===== src/rtl/tagdir_pkg.sv =====
package tagdir_pkg;

    typedef enum logic [2:0] {
        PERM_ABSENT = 3'd0,
        PERM_INVAL  = 3'd1,
        PERM_RDONLY = 3'd2,
        PERM_RDWR   = 3'd3,
        PERM_BUSY   = 3'd4
    } perm_e;

    typedef enum logic [3:0] {
        OP_ACCESS    = 4'd0,
        OP_LOOKUP    = 4'd1,
        OP_PEEK      = 4'd2,
        OP_AVAIL     = 4'd3,
        OP_ALLOC     = 4'd4,
        OP_DEALLOC   = 4'd5,
        OP_VICTIM    = 4'd6,
        OP_LOCK_SET  = 4'd7,
        OP_LOCK_CLR  = 4'd8,
        OP_LOCK_TEST = 4'd9,
        OP_SET_PERM  = 4'd10
    } op_e;

    localparam logic [1:0] REQ_LOAD   = 2'd0;
    localparam logic [1:0] REQ_IFETCH = 2'd1;
    localparam logic [1:0] REQ_STORE  = 2'd2;

endpackage


===== src/rtl/tagdir_way_cmp.sv =====
module tagdir_way_cmp
    import tagdir_pkg::*;
#(
    parameter int ADDR_W = 16
) (
    input  logic              used,
    input  logic [ADDR_W-1:0] line_addr,
    input  perm_e             perm,
    input  logic [ADDR_W-1:0] req_addr,
    output logic              tag_eq,
    output logic              present,
    output logic              free
);
    // tag_eq ignores permission; present requires a non-absent line
    always_comb begin
        tag_eq  = used && (line_addr == req_addr);
        present = tag_eq && (perm != PERM_ABSENT);
        free    = !used || (perm == PERM_ABSENT);
    end
endmodule


===== src/rtl/tagdir_first_one.sv =====
module tagdir_first_one #(
    parameter int N = 4,
    parameter int W = (N > 1) ? $clog2(N) : 1
) (
    input  logic [N-1:0] vec,
    output logic         found,
    output logic [W-1:0] idx
);
    always_comb begin
        found = 1'b0;
        idx   = '0;
        for (int i = N - 1; i >= 0; i--) begin
            if (vec[i]) begin
                found = 1'b1;
                idx   = W'(i);
            end
        end
    end
endmodule


===== src/rtl/perm_tag_dir.sv =====
module perm_tag_dir
    import tagdir_pkg::*;
#(
    parameter int ADDR_W  = 16,
    parameter int OFF_W   = 4,
    parameter int SETS    = 4,
    parameter int WAYS    = 4,
    parameter int IDX_LSB = 4,
    parameter int CTX_W   = 4,
    parameter int SET_W   = $clog2(SETS),
    parameter int WAY_W   = $clog2(WAYS)
) (
    input  logic              clk,
    input  logic              rst_n,
    input  logic              cmd_valid,
    input  logic [3:0]        cmd_op,
    input  logic [ADDR_W-1:0] cmd_addr,
    input  logic [1:0]        cmd_req,
    input  logic              cmd_touch,
    input  logic [CTX_W-1:0]  cmd_ctx,
    input  logic [2:0]        cmd_perm,
    output logic [SET_W-1:0]  pol_set,
    input  logic [WAY_W-1:0]  pol_victim_way,
    output logic              rsp_valid,
    output logic              rsp_err,
    output logic              rsp_hit,
    output logic [WAY_W-1:0]  rsp_way,
    output logic              rsp_avail,
    output logic [ADDR_W-1:0] rsp_victim_addr,
    output logic              touch_valid,
    output logic [SET_W-1:0]  touch_set,
    output logic [WAY_W-1:0]  touch_way
);

    // ---------------- line store ----------------
    logic [WAYS-1:0]   line_vld  [SETS];
    logic [ADDR_W-1:0] line_addr [SETS][WAYS];
    perm_e             line_perm [SETS][WAYS];
    logic [WAYS-1:0]   lk_vld    [SETS];
    logic [CTX_W-1:0]  lk_ctx    [SETS][WAYS];

    // ---------------- command decode ----------------
    op_e              op;
    logic [SET_W-1:0] cset;
    logic             misaligned;

    assign op         = op_e'(cmd_op);
    assign cset       = cmd_addr[IDX_LSB +: SET_W];
    assign misaligned = |cmd_addr[OFF_W-1:0];
    assign pol_set    = cset;

    // ---------------- per-way compare ----------------
    logic [WAYS-1:0] eq_vec, pres_vec, free_vec;

    for (genvar w = 0; w < WAYS; w++) begin : g_way
        tagdir_way_cmp #(.ADDR_W(ADDR_W)) u_cmp (
            .used      (line_vld[cset][w]),
            .line_addr (line_addr[cset][w]),
            .perm      (line_perm[cset][w]),
            .req_addr  (cmd_addr),
            .tag_eq    (eq_vec[w]),
            .present   (pres_vec[w]),
            .free      (free_vec[w])
        );
    end

    logic             pres_found, eq_found, free_found;
    logic [WAY_W-1:0] pres_idx, eq_idx, free_idx;

    tagdir_first_one #(.N(WAYS), .W(WAY_W)) u_pres (
        .vec(pres_vec), .found(pres_found), .idx(pres_idx));
    tagdir_first_one #(.N(WAYS), .W(WAY_W)) u_eq (
        .vec(eq_vec),   .found(eq_found),   .idx(eq_idx));
    tagdir_first_one #(.N(WAYS), .W(WAY_W)) u_free (
        .vec(free_vec), .found(free_found), .idx(free_idx));

    logic  set_avail;
    perm_e pres_perm;
    assign set_avail = eq_found || free_found;
    assign pres_perm = line_perm[cset][pres_idx];

    // ---------------- next response and write controls ----------------
    logic              nx_hit, nx_avail, nx_err, nx_touch;
    logic [WAY_W-1:0]  nx_way, nx_tway;
    logic [ADDR_W-1:0] nx_vaddr;
    logic              wr_alloc, wr_dealloc, wr_lkset, wr_lkclr, wr_perm;
    logic [WAY_W-1:0]  wr_way;

    always_comb begin
        nx_hit     = 1'b0;
        nx_avail   = 1'b0;
        nx_err     = 1'b0;
        nx_touch   = 1'b0;
        nx_way     = '0;
        nx_tway    = '0;
        nx_vaddr   = '0;
        wr_alloc   = 1'b0;
        wr_dealloc = 1'b0;
        wr_lkset   = 1'b0;
        wr_lkclr   = 1'b0;
        wr_perm    = 1'b0;
        wr_way     = '0;
        if (cmd_valid) begin
            if (misaligned) begin
                nx_err = 1'b1;                         // REJECT
            end else begin
                unique case (op)
                    OP_ACCESS: begin
                        nx_hit = pres_found &&
                                 ((pres_perm == PERM_RDWR) ||
                                  ((pres_perm == PERM_RDONLY) &&
                                   ((cmd_req == REQ_LOAD) || (cmd_req == REQ_IFETCH))));
                        nx_way   = pres_idx;
                        nx_touch = pres_found;
                        nx_tway  = pres_idx;
                    end
                    OP_LOOKUP: begin
                        nx_hit = pres_found;
                        nx_way = pres_idx;
                    end
                    OP_PEEK: begin
                        nx_hit = eq_found;
                        nx_way = eq_idx;
                    end
                    OP_AVAIL: begin
                        nx_avail = set_avail;
                    end
                    OP_ALLOC: begin
                        if (pres_found || !set_avail) begin
                            nx_err = 1'b1;
                        end else begin
                            wr_alloc = 1'b1;
                            wr_way   = free_idx;
                            nx_way   = free_idx;
                            nx_touch = cmd_touch;
                            nx_tway  = cmd_touch ? free_idx : '0;
                        end
                    end
                    OP_DEALLOC: begin
                        if (!pres_found) nx_err = 1'b1;
                        else begin
                            wr_dealloc = 1'b1;
                            wr_way     = pres_idx;
                            nx_way     = pres_idx;
                        end
                    end
                    OP_VICTIM: begin
                        if (set_avail) nx_err = 1'b1;
                        else begin
                            nx_vaddr = line_addr[cset][pol_victim_way];
                            nx_way   = pol_victim_way;
                        end
                    end
                    OP_LOCK_SET, OP_LOCK_CLR: begin
                        if (!pres_found) nx_err = 1'b1;
                        else begin
                            wr_lkset = (op == OP_LOCK_SET);
                            wr_lkclr = (op == OP_LOCK_CLR);
                            wr_way   = pres_idx;
                            nx_way   = pres_idx;
                        end
                    end
                    OP_LOCK_TEST: begin
                        if (!pres_found) nx_err = 1'b1;
                        else begin
                            nx_hit = lk_vld[cset][pres_idx] &&
                                     (lk_ctx[cset][pres_idx] == cmd_ctx);
                            nx_way = pres_idx;
                        end
                    end
                    OP_SET_PERM: begin
                        if (!eq_found || (cmd_perm > 3'd4)) nx_err = 1'b1;
                        else begin
                            wr_perm = 1'b1;
                            wr_way  = eq_idx;
                            nx_way  = eq_idx;
                        end
                    end
                    default: nx_err = 1'b1;            // REJECT
                endcase
            end
        end
    end

    // ---------------- state update ----------------
    always_ff @(posedge clk or negedge rst_n) begin
        if (!rst_n) begin
            for (int s = 0; s < SETS; s++) begin
                line_vld[s] <= '0;
                lk_vld[s]   <= '0;
                for (int w = 0; w < WAYS; w++) begin
                    line_addr[s][w] <= '0;
                    line_perm[s][w] <= PERM_ABSENT;
                    lk_ctx[s][w]    <= '0;
                end
            end
        end else begin
            if (wr_alloc) begin
                line_vld[cset][wr_way]  <= 1'b1;
                line_addr[cset][wr_way] <= cmd_addr;
                line_perm[cset][wr_way] <= PERM_INVAL;
                lk_vld[cset][wr_way]    <= 1'b0;
                lk_ctx[cset][wr_way]    <= '0;
            end
            if (wr_dealloc) begin
                line_vld[cset][wr_way] <= 1'b0;
                lk_vld[cset][wr_way]   <= 1'b0;
            end
            if (wr_lkset) begin
                lk_vld[cset][wr_way] <= 1'b1;
                lk_ctx[cset][wr_way] <= cmd_ctx;
            end
            if (wr_lkclr) lk_vld[cset][wr_way] <= 1'b0;
            if (wr_perm)  line_perm[cset][wr_way] <= perm_e'(cmd_perm);
        end
    end

    // ---------------- response register ----------------
    always_ff @(posedge clk or negedge rst_n) begin
        if (!rst_n) begin
            rsp_valid       <= 1'b0;
            rsp_err         <= 1'b0;
            rsp_hit         <= 1'b0;
            rsp_way         <= '0;
            rsp_avail       <= 1'b0;
            rsp_victim_addr <= '0;
            touch_valid     <= 1'b0;
            touch_set       <= '0;
            touch_way       <= '0;
        end else begin
            rsp_valid       <= cmd_valid;
            rsp_err         <= nx_err;
            rsp_hit         <= nx_hit;
            rsp_way         <= nx_way;
            rsp_avail       <= nx_avail;
            rsp_victim_addr <= nx_vaddr;
            touch_valid     <= nx_touch;
            touch_set       <= nx_touch ? cset : '0;
            touch_way       <= nx_tway;
        end
    end

    // ---------------- assertions ----------------
    a_r14_rsp_after_cmd: assert property (@(posedge clk) disable iff (!rst_n)
        cmd_valid |=> rsp_valid);

    a_r14_idle_quiet: assert property (@(posedge clk) disable iff (!rst_n)
        !cmd_valid |=> (!rsp_valid && !touch_valid));

    a_r2_misaligned_rejected: assert property (@(posedge clk) disable iff (!rst_n)
        (cmd_valid && misaligned) |=> (rsp_err && !touch_valid && !rsp_hit));

    a_r9_alloc_present_rejected: assert property (@(posedge clk) disable iff (!rst_n)
        (cmd_valid && !misaligned && op == OP_ALLOC && pres_found) |=> rsp_err);

    a_r11_victim_needs_full_set: assert property (@(posedge clk) disable iff (!rst_n)
        (cmd_valid && !misaligned && op == OP_VICTIM && set_avail) |=> rsp_err);

    a_r4_store_to_readonly_misses: assert property (@(posedge clk) disable iff (!rst_n)
        (cmd_valid && !misaligned && op == OP_ACCESS && pres_found &&
         pres_perm == PERM_RDONLY && cmd_req == REQ_STORE)
        |=> (!rsp_hit && touch_valid));

    a_r5_touch_with_response: assert property (@(posedge clk) disable iff (!rst_n)
        touch_valid |-> rsp_valid);

    a_r12_lock_hit_implies_present: assert property (@(posedge clk) disable iff (!rst_n)
        (cmd_valid && !misaligned && op == OP_LOCK_TEST && !pres_found)
        |=> (rsp_err && !rsp_hit));

endmodule


===== config.mk =====
export PLATFORM = sky130hd
export DESIGN_NAME = perm_tag_dir
export DESIGN_NICKNAME = d
export VERILOG_FILES = /design/src/rtl/tagdir_pkg.sv /design/src/rtl/tagdir_way_cmp.sv /design/src/rtl/tagdir_first_one.sv /design/src/rtl/perm_tag_dir.sv
export SDC_FILE = /design/constraint.sdc
export NUM_CORES = 1
export LEC_CHECK = 0
export BUFFER_PORTS_ARGS = -buffer_cell sky130_fd_sc_hd__clkbuf_2
export CELL_PAD_IN_SITES_DETAIL_PLACEMENT = 0
export CELL_PAD_IN_SITES_GLOBAL_PLACEMENT = 2
export CORE_AREA = 2 2 235 237
export DETAILED_ROUTE_END_ITERATION = 6
export DIE_AREA = 0 0 237 239
export HOLD_SLACK_MARGIN = 0.03
export PLACE_DENSITY = 0.75
export SLEW_MARGIN = 20
export SYNTH_ARGS = -nofsm -noshare
export SYNTH_HDL_FRONTEND = slang
export SYNTH_SLANG_ARGS = --single-unit

===== constraint.sdc =====
create_clock -name clk -period 4.6 [get_ports clk]
set_clock_uncertainty 0.2 [all_clocks]
set_input_delay 0.69 -clock clk [delete_from_list [all_inputs] [get_ports clk]]
set_output_delay 0.69 -clock clk [all_outputs]
set_load 0.005 [all_outputs]

Word-level counts from Yosys, hierarchy flattened
Index checks and enable logic that the tools add are counted.
{ "classes": {"n_lt_le_gt_ge": 10, "eq_ne": 18, "n_mux": 137, "bitwise": 16, "reduce_logical": 45} }
{ "op_table": {"columns": ["cell", "n"], "rows": [
  ["2-to-1 mux 64 bit", 5],
  ["bitwise mux 256 bit", 1],
  ["2-to-1 mux 16 bit", 16],
  ["binary-select mux 64 bit (select 2 bit)", 1],
  ["demux 64 bit (select 2 bit)", 1],
  ["2-to-1 mux 48 bit", 2],
  ["AND 16 bit", 4],
  ["AND 64 bit", 1],
  ["binary-select mux 16 bit (select 2 bit)", 2],
  ["bitwise mux 64 bit", 1],
  ["demux 16 bit (select 2 bit)", 2],
  ["equality test 16 bit", 4],
  ["inverter 64 bit", 1],
  ["2-to-1 mux 2 bit", 25],
  ["2-to-1 mux 1 bit", 49],
  ["bitwise mux 48 bit", 1],
  ["bitwise OR 16 bit", 3],
  ["2-to-1 mux 12 bit", 3],
  ["AND 32 bit", 1],
  ["2-to-1 mux 4 bit", 8],
  ["inverter 32 bit", 1],
  ["binary-select mux 12 bit (select 2 bit)", 1],
  ["binary-select mux 4 bit (select 2 bit)", 3],
  ["demux 12 bit (select 2 bit)", 1],
  ["36 further kinds", 89]
]} }
{ "totals": {"reg_bits": 427, "inputBits": 35, "wordCells": 291} }

Depth between registers and ports, before layout
Gate-level depths: netlist of the first run.
{ "depth": {"ltp_word": 32, "depth_mapped": 20, "depth_no_buf": 11} }

Cells and area by module
A second synthesis of the first run with hierarchy kept.
{ "unflattened": {"hier_cells": 1570, "hier_area_um2": 20500.9} }
{ "modules_own_cells": {"columns": ["module", "n_inst", "cells_each", "area_per_inst_um2"], "rows": [
  ["perm_tag_dir", 1, 1433, 19550.0],
  ["tagdir_way_cmp", 4, 29, 211.5],
  ["tagdir_first_one", 3, 7, 35.0]
]} }

Least setup slack after synthesis of the first run
OpenSTA, ideal clock, no wires.
{ "synth_path": {"kind": "input to register", "start": "input port cmd_addr[4]", "end": "register line_addr[190] (netlist name)", "setup_time_ns": 0.128, "arrival_time_ns": 4.326, "path_slack_ns": -0.053, "stages": 14, "path_buffers": 4, "path_cell_list": "buf_6 buf_8 mux4_2 xor2_1 nor4_1 o211ai_1 or4_4 and4_1 buf_6 nor4_4 nand3_4 nor2_4 buf_4 mux2_1"} }
{ "synth_between": {"elab_chain_len": 25, "elab_cells_between_ends": 89, "cone_classes": "order compare: 4; eq/ne: 4; mux: 48; bitwise: 2; reduce/logical: 31"} }
{ "synth_rtl": {"columns": ["item", "line", "rtl"], "rows": [
  ["start, declared", "perm_tag_dir.sv:17", "input logic [ADDR_W-1:0] cmd_addr,"],
  ["inverter 2 -> 3 bit (not written as such)", null, null],
  ["binary-select mux 64 bit (select 2 bit) (tied with other cells)", "perm_tag_dir.sv:58", ".line_addr (line_addr[cset][w]),"],
  ["2-to-1 mux 64 bit (not written as such) (tied with other cells) (2 in a row)", "perm_tag_dir.sv:58", null],
  ["equality test 16 bit (tied with other cells)", "tagdir_way_cmp.sv:16", "tag_eq = used && (line_addr == req_addr);"],
  ["logical AND 1 bit / logical OR 1 bit (equally long branches)", "tagdir_way_cmp.sv:16, tagdir_way_cmp.sv:18", null],
  ["2-to-1 mux 1 bit (4 in a row)", "tagdir_first_one.sv:13", "if (vec[i]) begin"],
  ["logical OR 1 bit", "perm_tag_dir.sv:79", "assign set_avail = eq_found || free_found;"],
  ["logical NOT 1 bit", "perm_tag_dir.sv:129", "if (pres_found || !set_avail) begin"],
  ["(+5 left out)", null, null],
  ["inverter 2 -> 3 bit (not written as such)", "perm_tag_dir.sv:200", "line_addr[cset][wr_way] <= cmd_addr;"],
  [">= comparator 3 bit (not written as such) / less-than comparator 3 x 1 -> 1 bit (equally long branches)", "perm_tag_dir.sv:200", null],
  ["logical AND 1 bit (not written as such)", "perm_tag_dir.sv:200", null],
  ["2-to-1 mux 16 bit (not written as such)", "perm_tag_dir.sv:200", null],
  ["demux 16 bit (select 2 bit)", "perm_tag_dir.sv:200", null],
  ["2-to-1 mux 64 bit (not written as such)", "perm_tag_dir.sv:200", null],
  ["demux 64 bit (select 2 bit)", "perm_tag_dir.sv:200", null],
  ["bitwise mux 256 bit", "perm_tag_dir.sv:200", null],
  ["end signal, assigned by index", "perm_tag_dir.sv:200", null],
  ["end, declared", "perm_tag_dir.sv:37", "logic [ADDR_W-1:0] line_addr [SETS][WAYS];"]
]} }
Several ways; a longest one is shown, not always the timed one. The select of a mux whose other input is x is not followed.
A chain may end at the register's enable or synchronous reset.

Worst setup path after layout of the first run
{ "layout_path": {"start": "input port cmd_addr[4]", "end": "register rsp_victim_addr[1]"} }
{ "layout_between": {"elab_chain_len": 15, "elab_cells_between_ends": 46, "cone_classes": "eq/ne: 4; mux: 24; bitwise: 1; reduce/logical: 17"} }
{ "layout_rtl": {"columns": ["item", "line", "rtl"], "rows": [
  ["inverter 2 -> 3 bit (not written as such)", null, null],
  ["binary-select mux 64 bit (select 2 bit) (tied with other cells)", "perm_tag_dir.sv:58, perm_tag_dir.sv:150", null],
  ["2-to-1 mux 64 bit (not written as such) (tied with other cells) (2 in a row)", "perm_tag_dir.sv:58, perm_tag_dir.sv:150", null],
  ["equality test 16 bit (tied with other cells)", "tagdir_way_cmp.sv:16", null],
  ["logical AND 1 bit / logical OR 1 bit (equally long branches)", "tagdir_way_cmp.sv:16, tagdir_way_cmp.sv:18", null],
  ["2-to-1 mux 1 bit (4 in a row)", "tagdir_first_one.sv:13", null],
  ["logical OR 1 bit", "perm_tag_dir.sv:79", null],
  ["2-to-1 mux 16 bit (*)", "perm_tag_dir.sv:148", "if (set_avail) nx_err = 1'b1;"],
  ["2-to-1 mux 16 bit (*)", "perm_tag_dir.sv:107", "unique case (op)"],
  ["2-to-1 mux 16 bit (*)", "perm_tag_dir.sv:104", "if (misaligned) begin"],
  ["2-to-1 mux 16 bit (*)", "perm_tag_dir.sv:103", "if (cmd_valid) begin"],
  ["named net nx_vaddr[1]", "perm_tag_dir.sv:85", "logic [ADDR_W-1:0] nx_vaddr;"],
  ["end signal, assigned", "perm_tag_dir.sv:236", "rsp_victim_addr <= nx_vaddr;"],
  ["end, declared", "perm_tag_dir.sv:29", "output logic [ADDR_W-1:0] rsp_victim_addr,"]
]} }
Mark *: on every way through the listed nets, which the timed path passes. The rest lies on a longest branch. The select of a mux whose other input is x is not followed.

==> results of run 1 <==
==> placed cells by master, fill, tap and decap left out, drive strengths merged, types with 13 or more instances in the layout <==
master	synthesis	final
mux2	163	163
inv	21	22
clkbuf	81	124
nand2b	31	31
a21oi	32	32
mux4	95	95
nand3	19	19
nor2	58	58
clkinv	2	13
mux2i	61	61
nor4	23	23
a211oi	15	15
nand4	26	26
and2	68	68
o21ai	219	219
and3	17	17
xnor2	41	41
nor3	21	21
nor2b	35	35
a2bb2oi	16	16
nand2	98	98
dfrtp	427	427
buf	59	309
==> state kept, by name, indices dropped and copies added, names as in the netlist <==
name,flops
rsp_hit,1
rsp_victim_addr,16
rsp_err,1
rsp_avail,1
touch_way,2
rsp_valid,1
line_addr,256
lk_vld,16
line_vld,16
rsp_way,2
line_perm,48
touch_set,2
lk_ctx,64
touch_valid,1
==> what timing repair did <==
action / CTS / global route
hold endpoints to repair: 26 / 0
resized for setup: 1 / 3
endpoints found under the setup margin: 3 / 48
hold buffers: 2 / 0
gates cloned: 0 / 0
==> critical path: stages <==
cell      delay, ns
buf_6          0.19
buf_4          0.27
buf_4          0.17
mux4_2         0.55
xnor2_1        0.17
and2_1         0.16
and3_1         0.18
nand4_1        0.10
buf_4          0.15
buf_4          0.11
nand2b_1       0.08
buf_4          0.15
nor2_1         0.15
nand2_1        0.09
nor3_2         0.56
nand2_1        0.37
a211oi_1       0.49
==> per-layer routing <==
layer	up-vias	routed length, microns
met5	-	0
met4	0	1590
met2	375	28630
met1	7996	30350
li1	7005	-
met3	83	3008
==> power breakdown <==
part / leakage (nW) / switching, mW / total [mW] / internal (mW)
Sequential: 5.92 / 0.00481 / 3.77 / 3.77
Combinational: 5.83 / 0.321 / 0.503 / 0.183
Clock: 0.796 / 1.62 / 3.95 / 2.33
Total: 12.5 / 1.95 / 8.23 / 6.28
==> synth_stat cells (all sizes together), types with 23 or more instances <==
library cell	n	area share, %
a21oi	32	0.75
and2	68	2.0
buf	59	2.1
clkbuf	81	1.4
dfrtp	427	50
mux2	163	9.0
mux2i	61	2.8
mux4	95	10
nand2	98	1.9
nand2b	31	0.90
nand4	26	0.85
nor2	58	1.2
nor2b	35	1.0
nor4	23	1.2
o21ai	219	5.1
xnor2	41	1.7
==> layout make-up <==
type,count,share of cell area (%)
repair buffers,370,11.77
clock inverters,19,0.9740
flip-flops and latches,427,40.58
multi-input cells,1169,37.78
inverters,23,0.3278
clock buffers,65,5.226
well taps,704,3.345
==> logic make-up after synthesis <==
logic type | Yosys count | synth area share (%)
AND/OR/NAND/NOR | 435 | 12.13
flip-flops | 427 | 49.84
AO/OA/AOI/OAI | 362 | 10.14
multiplexers | 319 | 21.83
buffers and inverters | 163 | 3.893
XOR/XNOR | 53 | 2.165
==> worst paths after layout <==
path	from	to	cells past startpoint
worst max-delay path	cmd_addr[4]	rsp_victim_addr[1]	17
worst min-delay path	cmd_touch	touch_way[1]	3
worst max register to register	line_addr[47]	line_addr[10]	14
worst min register to register	line_addr[132]	line_addr[132]	1
max in group asynchronous	rst_n	line_vld[12]	3
min in group asynchronous	rst_n	lk_ctx[34]	2
==> summary.txt, run 1 <==
Synth
  • Post-Syn Area per Cell: 12.19 sq um
  • Post-synthesis cell type count: 81
  • Cell Area, Synth: 21440 sq um
  • Synth warn: 0
  • Register area share after synthesis: around 50%
  • Yosys reg bits: 427
  • Post-Syn Nets: 1794
  • Mapped Cells: between 1.5k and 2k
  • Ys async rst share: between 90% and 100%
  • Dominant synthesized flop cell: dfrtp_1
  • Number of synthesized flops with an enable pin: 0

Layout
  • FILL cells: around 4.8k
  • Final Non-Filler Cells: 2777
  • Core Util, Final: between 40% and 50%
  • Nets: 2075
  • Post-route cell area: 26330 sq um
  • Ant diodes: 0
  • Area occupied by multi-input gates: 9948 sq um
  • Area Overhead vs Synth: 22.84%
  • Share of cells above drive strength 1: 35.17%
  • Register area: around 11000 sq um

Clock network
  • Number of H-tree levels: 2
  • Max Root-Sink Buffers: 3
  • # clock sinks: 427
  • Clock Pin Slew Worst Setup and Hold Paths: 0.06 ns
  • Total CTS buffers: 49
  • CTS root buffer: clkbuf_16
  • Skew-Pair Late Insertion Delay: 0.63 ns
  • Post-CTS Setup Inserts: 0
  • CTS tree: yes

Floorplanning
  • DIE HEIGHT: 239 microns
  • Starting Density: between 30 and 40%
  • IO Count: 64
  • DIE AREA: 56640 sq um
  • Site row count: 86
  • Die outline width: approximately 240 microns
  • Core Region: 54340 sq um

Timing
  • Setup TNS: 0 ns
  • Final hold viol count: 0
  • Least-Margin Pin Slew: 0.9561 ns
  • Max Fclk: between 200 and 250 MHz
  • Final worst slack: between 0.15 and 0.2 ns
  • Max Transition Viols Final: 0
  • Hold_ws: 0.1650 ns
  • Final worst path period share: 96.02%
  • Final setup viols: 0
  • Final min period: 4.417 ns
  • Slew Limit Headroom: between 30% and 40%
  • RSZ-0062 raised after global routing: false

Drt
  • Total Wirelength: 63.58 mm
  • Routed Antenna Nets: 0
  • Drt via density: between 5 and 6
  • Drt first-iter violations: 1127
  • Drt pass-1 iters: 5
  • Vias: 15.46k
  • Wire per inst: 22.90 microns
  • # DRC: 0

Global route
  • Grt met1 use: 33.75%
  • Met3 Use GR: 3.695%
  • Gr busiest metal: met2
  • Vias in the first global route: 16.05k
  • Overflow after GRT: 0
  • Met2 Use GR: between 30% and 40%
  • Largest net degree at the start of global routing: approximately 120
  • First-pass GRT wire length: around 99 mm
  • Initial antenna violation count: 0
  • GRT Overall Usage: 23.03%

Power and ir drop
  • Power Dens Cells: 312.4 nW/um^2
  • Max VDD drop: 0.2547 mV
  • Tot Pwr: 8.227 mW
  • Static Leak: 12.55 nW

Placed design
  • Cells after DPL: 2691
  • GP Congestion: 0.8765
  • Port Buffers: 62
  • Cell area after placement: about 25000 sq um
  • Setup WS pre-CTS: -0.7174 ns
  • Detail Placement HPWL: about 46 mm

Setup path
  • Worst Path Required: a little under 5 ns
  • Setup crit start kind: input pin
  • WS Path Type: input pin to register
  • Crit path max fanout: 12
  • Worst Setup End Kind: register
  • R2R setup slack: 0.32 ns
  • Worst EP arrival: 4.66 ns

Job
  • # Max-Cap Violations: 0

Hold path
  • Min-Delay Path Class: input pin to register

Status
  • Outcome: finished clean
No activity file was read; power rests on OpenSTA's default activity.
==> run 2, diff against run 1 <==
--- a/config.mk
+++ b/config.mk
@@ -8,11 +8,11 @@
 export BUFFER_PORTS_ARGS = -buffer_cell sky130_fd_sc_hd__clkbuf_2
 export CELL_PAD_IN_SITES_DETAIL_PLACEMENT = 0
 export CELL_PAD_IN_SITES_GLOBAL_PLACEMENT = 2
-export CORE_AREA = 2 2 235 237
+export CORE_AREA = 2 2 250 203
 export DETAILED_ROUTE_END_ITERATION = 6
-export DIE_AREA = 0 0 237 239
+export DIE_AREA = 0 0 252 205
 export HOLD_SLACK_MARGIN = 0.03
-export PLACE_DENSITY = 0.75
+export PLACE_DENSITY = 0.82
 export SLEW_MARGIN = 20
 export SYNTH_ARGS = -nofsm -noshare
 export SYNTH_HDL_FRONTEND = slang
==> run 2 against run 1 <==
Compared with the run above: maximum frequency grew 0.23%; total power decreased by 3.4%; die area shrank 8.8%; worst hold slack got worse by 0.076 ns; non-clock buffer count shrank 34; combinational power down 3%; critical path depth shrank 2; first-iteration DRC count rose by 34%; clock power decreased by 6.6%.
==> summary.txt, run 2 (same netlist as run 1, synthesis figures left out) <==
Floorplanning
  • IO Count: 64
  • Die outline width: 252 microns
  • Site row count: 73
  • DIE HEIGHT: 205 microns
  • Core Region: 49140 sq um
  • Starting Density: 43.63%
  • DIE AREA: approximately 52000 sq um

Global route
  • Vias in the first global route: 15.58k
  • Overflow after GRT: 0
  • First-pass GRT wire length: around 97 mm
  • GRT Overall Usage: 24.72%
  • Largest net degree at the start of global routing: 107
  • Initial antenna violation count: 2

Hold path
  • Min-delay src: cmd_valid
  • Min-Delay Path Class: input pin to register
  • Hold Crit Endpoint: rsp_valid
  • Hold-critical path depth: 1

Power and ir drop
  • Sequential Power Share: 47.4%
  • Sw frac: 23.42%
  • P_int: 6.086 mW
  • Static Leak: ~12 nW
  • Clock share of power: 46.4%
  • Switching pwr: 1.861 mW
  • Combinational power share: 6.1%
  • Max VDD drop: 0.2207 mV
  • Power Dens Cells: 307.1 nW/um^2

Clock network
  • Total CTS buffers: 45
  • Max Root-Sink Buffers: 3
  • Number of H-tree levels: 2
  • Post-CTS Setup Inserts: 0
  • # clock sinks: ~430
  • CTS tree: yes
  • CTS root buffer: clkbuf_16
  • Skew-Pair Late Insertion Delay: 0.61 ns
  • Clock Pin Slew Worst Setup and Hold Paths: about 0.060 ns

Timing
  • Final setup viols: 0
  • Max Fclk: 226.9 MHz
  • Least-Margin Pin Slew: 0.8521 ns
  • Final hold viol count: 0
  • Final worst path period share: 95.81%
  • Max Transition Viols Final: 0
  • RSZ-0062 raised after global routing: false
  • Final min period: 4.407 ns
  • Slew Limit Headroom: between 40% and 50%

Layout
  • Max FFs per register: 256
  • Post-route cell area: 25870 sq um
  • Most common cell after layout, fill and taps aside: dfrtp_1
  • Share of cells above drive strength 1: 33.53%
  • Area Overhead vs Synth: 20.70%
  • Biggest regs: line_addr: 256 flops, lk_ctx: 64 flops, line_perm: 48 flops
  • Nets: 2037
  • Biggest register: line_addr
  • Most frequent cells in the layout: dfrtp_1, buf_4, o21ai_0
  • Final Non-Filler Cells: 2672

Setup path
  • Crit-path slowest cell: nor4bb_1
  • Worst Path Required: 4.87 ns
  • Worst flop-to-flop path startpoint: line_addr[32]
  • Most used cell, CP: buf_12
  • Worst Setup End Kind: register
  • WS Path Type: input pin to register
  • R2r worst-path depth: 12
  • R2R setup slack: 0.33 ns
  • Crit path max fanout: 16
  • Worst EP arrival: 4.68 ns
  • Critical path's largest stage delay: 0.58 ns
  • R2r endpoint: line_addr[29]
  • Crit path cell chain: buf_6 > buf_12 > mux4_2 > or3_1 > o211ai_1 > nor4_1 > buf_4 > nor4bb_1 > nand3_1 > o211ai_1 > buf_12 > nand3_2 > or3_1 > buf_12 > mux2_4
  • Setup crit start kind: input pin

Drt
  • Total Wirelength: 61.98 mm
  • Wire length on met1: 29.81 mm
  • Drt first-iter violations: 1511
  • Wire per inst: 23.19 microns
  • Vias: 15.47k
  • Drt pass-1 iters: 6
  • Routed Antenna Nets: 0
  • Met2 wire length: ~26 mm
  • # DRC: 0
  • Met3 WL: approximately 4.5 mm
  • Drt via density: about 5.8
  • Top Metal Used: met4

Placed design
  • Detail Placement HPWL: about 44 mm
  • Cells after DPL: 2591
  • GP Congestion: approximately 0.94
  • Port Buffers: 62
  • Cell area after placement: 24360 sq um

Job
  • # Max-Cap Violations: 0

Status
  • Outcome: finished clean
[run 2: cell count changes in the layout (fill, tap and decap cells not counted), sizes merged]
cell / delta
buf: -33
bufinv: -1
clkbuf: +2
clkinv: -5
clkinvlp: -1
diode: +1
dlygate4sd3: -1
[run 2: cell type report]
type / instances / area [sq um]
multi-input cells: 1169 / 9932
inverters: 23 / 86.33
well taps: 637 / 797.0
fillers: 4182 / 23260
diodes: 1 / 2.502
clock buffers: 67 / 1309
clock inverters: 12 / 191.4
flip-flops and latches: 427 / 10690
repair buffers: 336 / 2872
[run 2: repair_timing]
| item | CTS | global route |
|---|---|---|
| hold endpoints to repair | 100 | 0 |
| gates resized for setup | 0 | 1 |
| endpoints found under the setup margin | 0 | 8 |
| hold buffers | 1 | 0 |
[run 2: worst max-delay path by stage]
| stage | start | endpoint | slack [ns] | depth (start not counted) |
|---|---|---|---|---|
| finish | cmd_addr[4] | line_addr[29] | 0.19 | 15 |
| detailed placement | cmd_addr[4] | rsp_hit | -0.43 | 15 |
| floorplan | cmd_addr[4] | line_addr[173] | 0.008 | 16 |
| global route | cmd_addr[4] | rsp_hit | 0.009 | 15 |
| global placement | cmd_addr[4] | rsp_hit | -0.41 | 15 |
| CTS | cmd_addr[4] | rsp_hit | 0.16 | 15 |
[run 2: power groups by stage]
stage | sequential, mW | combinational [mW] | clock (mW)
after CTS | 3.77 | 0.491 | 3.78
final | 3.77 | 0.488 | 3.69
after floorplan | 3.84 | 0.237 | 0
after detailed placement | 3.84 | 0.488 | 0
after global routing | 3.77 | 0.532 | 3.94
after global placement | 3.84 | 0.483 | 0
[run 2: worst max-delay path: cells and delay by family]
family / cells / cell delay [ns]
simple gates: 6 / 1.84
buf+inv: 5 / 0.95
mux: 2 / 0.84
compound gates: 2 / 0.32
[run 2: metrics by stage]
step                worst slack (ns)  power, mW  hold slack (ns)  util [%]  setup TNS, ns
floorplan                   0.007899      4.075           0.1944         -              0
global placement             -0.4142      4.321           0.2485     49.57         -84.08
detailed placement           -0.4251      4.326           0.2535     49.57         -88.70
CTS                           0.1573      8.041          0.06027     52.64              0
global route                0.009077      8.241          0.07667     52.66              0
finish                        0.1929      7.947          0.08850     52.66              0
[run 2: layer usage]
metal / up-vias / GRT usage (%)
met1: 7949 / 38.42
li1: 6928 / -
met5: - / 0
met4: 0 / 6.784
met3: 87 / 5.248
met2: 504 / 34.64
